===== src/rtl/ldp_pkg.sv =====
package ldp_pkg;
  // Default operand and result widths for the datapath.
  localparam int unsigned OPW_DEF  = 8;
  localparam int unsigned RESW_DEF = 16;
  // Number of register stages between an operand set and its result.
  localparam int unsigned STAGES   = 3;
endpackage


===== src/rtl/ldp_front.sv =====
// Stage 1: bitwise OR and AND, with the addend carried alongside.
module ldp_front #(
  parameter int unsigned OPW = ldp_pkg::OPW_DEF
) (
  input  logic           clk,
  input  logic           rst_n,
  input  logic [OPW-1:0] a,
  input  logic [OPW-1:0] b,
  input  logic [OPW-1:0] c,
  input  logic [OPW-1:0] d,
  input  logic [OPW-1:0] e,
  output logic [OPW-1:0] or_q,
  output logic [OPW-1:0] c_q,
  output logic [OPW-1:0] and_q
);

  logic [OPW-1:0] or_nx;
  logic [OPW-1:0] and_nx;
  logic [OPW-1:0] c_nx;

  // Per-bit logic slices.
  for (genvar i = 0; i < OPW; i++) begin : g_bit
    always_comb begin
      or_nx[i]  = a[i] | b[i];
      and_nx[i] = d[i] & e[i];
    end
  end

  always_comb begin
    c_nx = c;
  end

  always_ff @(posedge clk or negedge rst_n) begin
    if (!rst_n) begin
      or_q  <= '0;
      c_q   <= '0;
      and_q <= '0;
    end else begin
      or_q  <= or_nx;
      c_q   <= c_nx;
      and_q <= and_nx;
    end
  end

endmodule


===== src/rtl/ldp_adder.sv =====
// Stage 2: widened sum, AND term forwarded untouched.
module ldp_adder #(
  parameter int unsigned OPW = ldp_pkg::OPW_DEF,
  localparam int unsigned SW = OPW + 1
) (
  input  logic           clk,
  input  logic           rst_n,
  input  logic [OPW-1:0] or_i,
  input  logic [OPW-1:0] c_i,
  input  logic [OPW-1:0] and_i,
  output logic [SW-1:0]  sum_q,
  output logic [OPW-1:0] and_q
);

  logic [SW-1:0]  sum_nx;
  logic [OPW-1:0] and_nx;

  always_comb begin
    sum_nx = SW'(or_i) + SW'(c_i);
    and_nx = and_i;
  end

  always_ff @(posedge clk or negedge rst_n) begin
    if (!rst_n) begin
      sum_q <= '0;
      and_q <= '0;
    end else begin
      sum_q <= sum_nx;
      and_q <= and_nx;
    end
  end

endmodule


===== src/rtl/ldp_mult.sv =====
// Stage 3: full product, fitted to the result width.
module ldp_mult #(
  parameter int unsigned OPW  = ldp_pkg::OPW_DEF,
  parameter int unsigned RESW = ldp_pkg::RESW_DEF,
  localparam int unsigned SW  = OPW + 1,
  localparam int unsigned PW  = SW + OPW
) (
  input  logic            clk,
  input  logic            rst_n,
  input  logic [SW-1:0]   sum_i,
  input  logic [OPW-1:0]  and_i,
  output logic [RESW-1:0] prod_q
);

  logic [PW-1:0]   prod_full;
  logic [RESW-1:0] prod_nx;

  always_comb begin
    prod_full = PW'(sum_i) * PW'(and_i);
  end

  // The result width picks truncation or zero extension.
  if (RESW <= PW) begin : g_trunc
    always_comb begin
      prod_nx = prod_full[RESW-1:0];
    end
  end else begin : g_extend
    always_comb begin
      prod_nx = RESW'(prod_full);
    end
  end

  always_ff @(posedge clk or negedge rst_n) begin
    if (!rst_n) begin
      prod_q <= '0;
    end else begin
      prod_q <= prod_nx;
    end
  end

endmodule


===== src/rtl/ldp_pipe.sv =====
// Top: three-stage ((a|b)+c)*(d&e) pipeline.
module ldp_pipe #(
  parameter int unsigned OPW  = ldp_pkg::OPW_DEF,
  parameter int unsigned RESW = ldp_pkg::RESW_DEF
) (
  input  logic            clk,
  input  logic            rst_n,
  input  logic [OPW-1:0]  a,
  input  logic [OPW-1:0]  b,
  input  logic [OPW-1:0]  c,
  input  logic [OPW-1:0]  d,
  input  logic [OPW-1:0]  e,
  output logic [RESW-1:0] f
);

  localparam int unsigned SW = OPW + 1;

  logic [OPW-1:0] s1_or;
  logic [OPW-1:0] s1_c;
  logic [OPW-1:0] s1_and;
  logic [SW-1:0]  s2_sum;
  logic [OPW-1:0] s2_and;

  ldp_front #(.OPW(OPW)) u_front (
    .clk   (clk),
    .rst_n (rst_n),
    .a     (a),
    .b     (b),
    .c     (c),
    .d     (d),
    .e     (e),
    .or_q  (s1_or),
    .c_q   (s1_c),
    .and_q (s1_and)
  );

  ldp_adder #(.OPW(OPW)) u_adder (
    .clk   (clk),
    .rst_n (rst_n),
    .or_i  (s1_or),
    .c_i   (s1_c),
    .and_i (s1_and),
    .sum_q (s2_sum),
    .and_q (s2_and)
  );

  ldp_mult #(.OPW(OPW), .RESW(RESW)) u_mult (
    .clk    (clk),
    .rst_n  (rst_n),
    .sum_i  (s2_sum),
    .and_i  (s2_and),
    .prod_q (f)
  );

endmodule


===== config.mk =====
export PLATFORM = sky130hd
export DESIGN_NAME = ldp_pipe
export DESIGN_NICKNAME = d
export VERILOG_FILES = /design/src/rtl/ldp_pkg.sv /design/src/rtl/ldp_front.sv /design/src/rtl/ldp_adder.sv /design/src/rtl/ldp_mult.sv /design/src/rtl/ldp_pipe.sv
export SDC_FILE = /design/constraint.sdc
export NUM_CORES = 1
export LEC_CHECK = 0
export ABC_AREA = 0
export BUFFER_PORTS_ARGS = -buffer_cell sky130_fd_sc_hd__clkbuf_2
export CORE_ASPECT_RATIO = 1.1
export CORE_MARGIN = 2
export CORE_UTILIZATION = 63
export CTS_CLUSTER_DIAMETER = 200
export DETAILED_ROUTE_END_ITERATION = 6
export GPL_ROUTABILITY_DRIVEN = 0
export PLACE_DENSITY = 0.86
export SKIP_CTS_REPAIR_TIMING = 1
export SYNTH_ARGS = -nofsm -noshare
export SYNTH_HDL_FRONTEND = slang
export SYNTH_SLANG_ARGS = --single-unit

===== constraint.sdc =====
create_clock -name clk -period 11.2 [get_ports clk]
set_clock_uncertainty 0.15 [all_clocks]
set_input_delay 1.68 -clock clk [delete_from_list [all_inputs] [get_ports clk]]
set_output_delay 1.68 -clock clk [all_outputs]
set_load 0.05 [all_outputs]

==> qor.yml <==
clkTransAtPathRegs_ps: 70
finalMaxSlewViolations: 0
antenna_left: 0
drive_gt1_share_pct: 19.0
synthTopCellsByCount: "inv_1, and2_1, dfrtp_1"
dieWidth_um: 81.3
synth_top_area_cell: "dfrtp_1"
h-tree-depth: 3
fin_setup_tns_ps: 0
syn-mean-instance-area_um2: 10.7
path_max_fanout: 9
drv_cap: 0
netlist_area_um2: 4140
dieArea_um2: 7240
coreArea_um2: 6480
cp.required_ps: 11300
grt_pass1_wl_um: 12700
cpPeakStageDelay_ps: 550
die-height_um: 89.1
critPathLaunchType: "flip-flop"
irDropWorstVdd_uv: 150
layout.nets: 580
fillerInstances: 461
rsz0062_at_grt: "no"
firstDrtPassIters: 4
max_slew_margin_pct: 52.3
grt_max_degree: 58
synth_cell_types: 33
cp_data_arrival_time_ps: 4490
finalHoldViolCount: 0
ys_async_sr_fraction_pct: 100
post_drt_wl_per_cell_um: 14.4
overflow: 0
cts-root-buf: "clkbuf_8"
syn-num-nets: 513
slowest_stage: "dfrtp_1"
setup_violations: 0
synth.top_cell.area_share_pct: 34.4
num_vias: 2849
io_buffers: 57
initialDrtViolationCount: 143
start_util_pct: 64.0
synth.most_common_cell: "inv_1"
wirelength_um: 7770
insertion_delay_ps: 340
worst-setup-path-type: "reg2reg"
ys_top_cells_by_area: "dfrtp_1, fa_1, ha_1, and2_1, inv_1"
grt_antenna_before_repair: 0
worst_slew_pin_slew_ps: 716
min_path_type: "reg2reg"
path_common_cell: "fa_1"
p_leak_uw: 0.00251
antenna_cells: 0
rows: 31
cts_tree: "yes"
grt_pass1_vias: 2874
period_share_pct: 39.2
status: "finished, final reports clean"
path_cells: "nand2_1 -> fa_1 -> fa_1 -> inv_1 -> fa_1 -> inv_1 -> fa_1 -> inv_1 -> ha_1 -> and2_1 -> a41oi_2 -> a21boi_1 -> nor4_1 -> a211oi_1"
seq_area_frac_synth_pct: 34.4
powerDensity_nw_per_um2: 189
clockBufferDepth: 2
syn2layout_area_growth_pct: 13.9
drc_errors: 0
ys_ff_latch: 57
cts_buffers: 9
synth_edf_count: 0
synth_top_flop_cell: "dfrtp_1"
grt_usage_pct: 24.2
synth_warnings: 0
ioPinCount: 58
viasPerCell: 5.28
fmax_mhz: 228
clock-sinks: 57
synthCells: 386
dp_hpwl_um: 5990
fin_crit_ps: 4390
cp-end-kind: "flip-flop"
final_util_pct: 72.9
==> cells by family after synthesis <==
kind of cell,Yosys count,synth area share [%]
AND/OR/NAND/NOR,120,16.1
buffers and inverters,69,6.43
adder cells (fa/ha/maj),85,33.3
AO/OA/AOI/OAI,37,5.95
XOR/XNOR,18,3.80
flip-flops,57,34.4
==> worst max-delay path: cells and delay by family, from the launching register on <==
| kind | cells | cell delay, ps |
|---|---|---|
| AO/OA/AOI/OAI | 3 | 610 |
| adder cells (fa/ha/maj) | 5 | 2440 |
| buffers and inverters | 3 | 160 |
| flip-flops | 1 | 550 |
| AND/OR/NAND/NOR | 3 | 390 |
==> sequential cells by signal, summed over array words and instances, names as in the netlist <==
signal	cells
u_front.or_q	8
u_adder.sum_q	9
u_front.c_q	8
u_adder.and_q	8
u_mult.prod_q	16
u_front.and_q	8
==> power by group <==
group | total, µW | switching (µW) | internal [µW]
combinational | 437 | 274 | 163
sequential | 266 | 23.8 | 242
clock | 187 | 85.1 | 102
==> placed cells by master, fill, tap and decap left out, types with 2 or more instances in the layout <==
master | Yosys | layout
or2_2 | 8 | 8
clkbuf_8 | 0 | 9
a21o_1 | 6 | 6
a21oi_1 | 11 | 11
inv_1 | 67 | 67
nor2b_1 | 2 | 2
a21boi_1 | 3 | 3
nor2_1 | 10 | 10
nand2_1 | 23 | 23
clkbuf_2 | 0 | 57
clkinvlp_4 | 0 | 3
ha_1 | 43 | 43
clkinv_2 | 0 | 2
a211oi_1 | 2 | 2
fa_1 | 42 | 42
o21ai_0 | 3 | 3
o21ai_1 | 4 | 4
nand3_1 | 4 | 4
xnor2_1 | 16 | 16
xor2_1 | 2 | 2
nand2b_1 | 3 | 3
and2_1 | 65 | 65
dfrtp_1 | 57 | 57
==> layer usage <==
metal  vias up  global-route usage, %  wire length [µm]
li1       1342                      -                 -
met1      1398                   27.5              2860
met2        83                   44.0              4330
met3        26                   4.95               347
met4         0                   10.5               242
met5         -                      0                 0
==> worst paths after layout <==
path,start,end,slack (ps),cells past startpoint
min in group asynchronous,rst_n,u_mult.prod_q[6],1310,2
worst max-delay path,u_adder.and_q[4],u_mult.prod_q[12],6810,14
worst max register to register,u_adder.and_q[4],u_mult.prod_q[12],6810,14
max in group asynchronous,rst_n,u_front.and_q[3],9090,2
worst min register to register,u_front.and_q[3],u_adder.and_q[3],200,0
worst min-delay path,u_front.and_q[3],u_adder.and_q[3],200,0
==> final cells by class <==
class | count | area, µm² | area share [%]
well taps | 82 | 103 | 2.17
clock inverters | 7 | 71.3 | 1.51
repair buffers | 58 | 293 | 6.20
flip-flops and latches | 57 | 1430 | 30.2
multi-input cells | 260 | 2450 | 51.9
inverters | 67 | 251 | 5.33
clock buffers | 9 | 124 | 2.62
==> stage by stage <==
stage               total power [µW]  hold slack (ps)  setup WS [ps]  cells  instance area [µm²]
floorplan                        610              181           7110    386                 4140
global placement                 689              182           6920    524                 4520
detailed placement               707              186           6830    524                 4520
CTS                              901              201           6790    540                 4720
global route                     960              203           6580    540                 4720
finish                           890              198           6810    540                 4720
No activity file was read; power rests on OpenSTA's default activity.
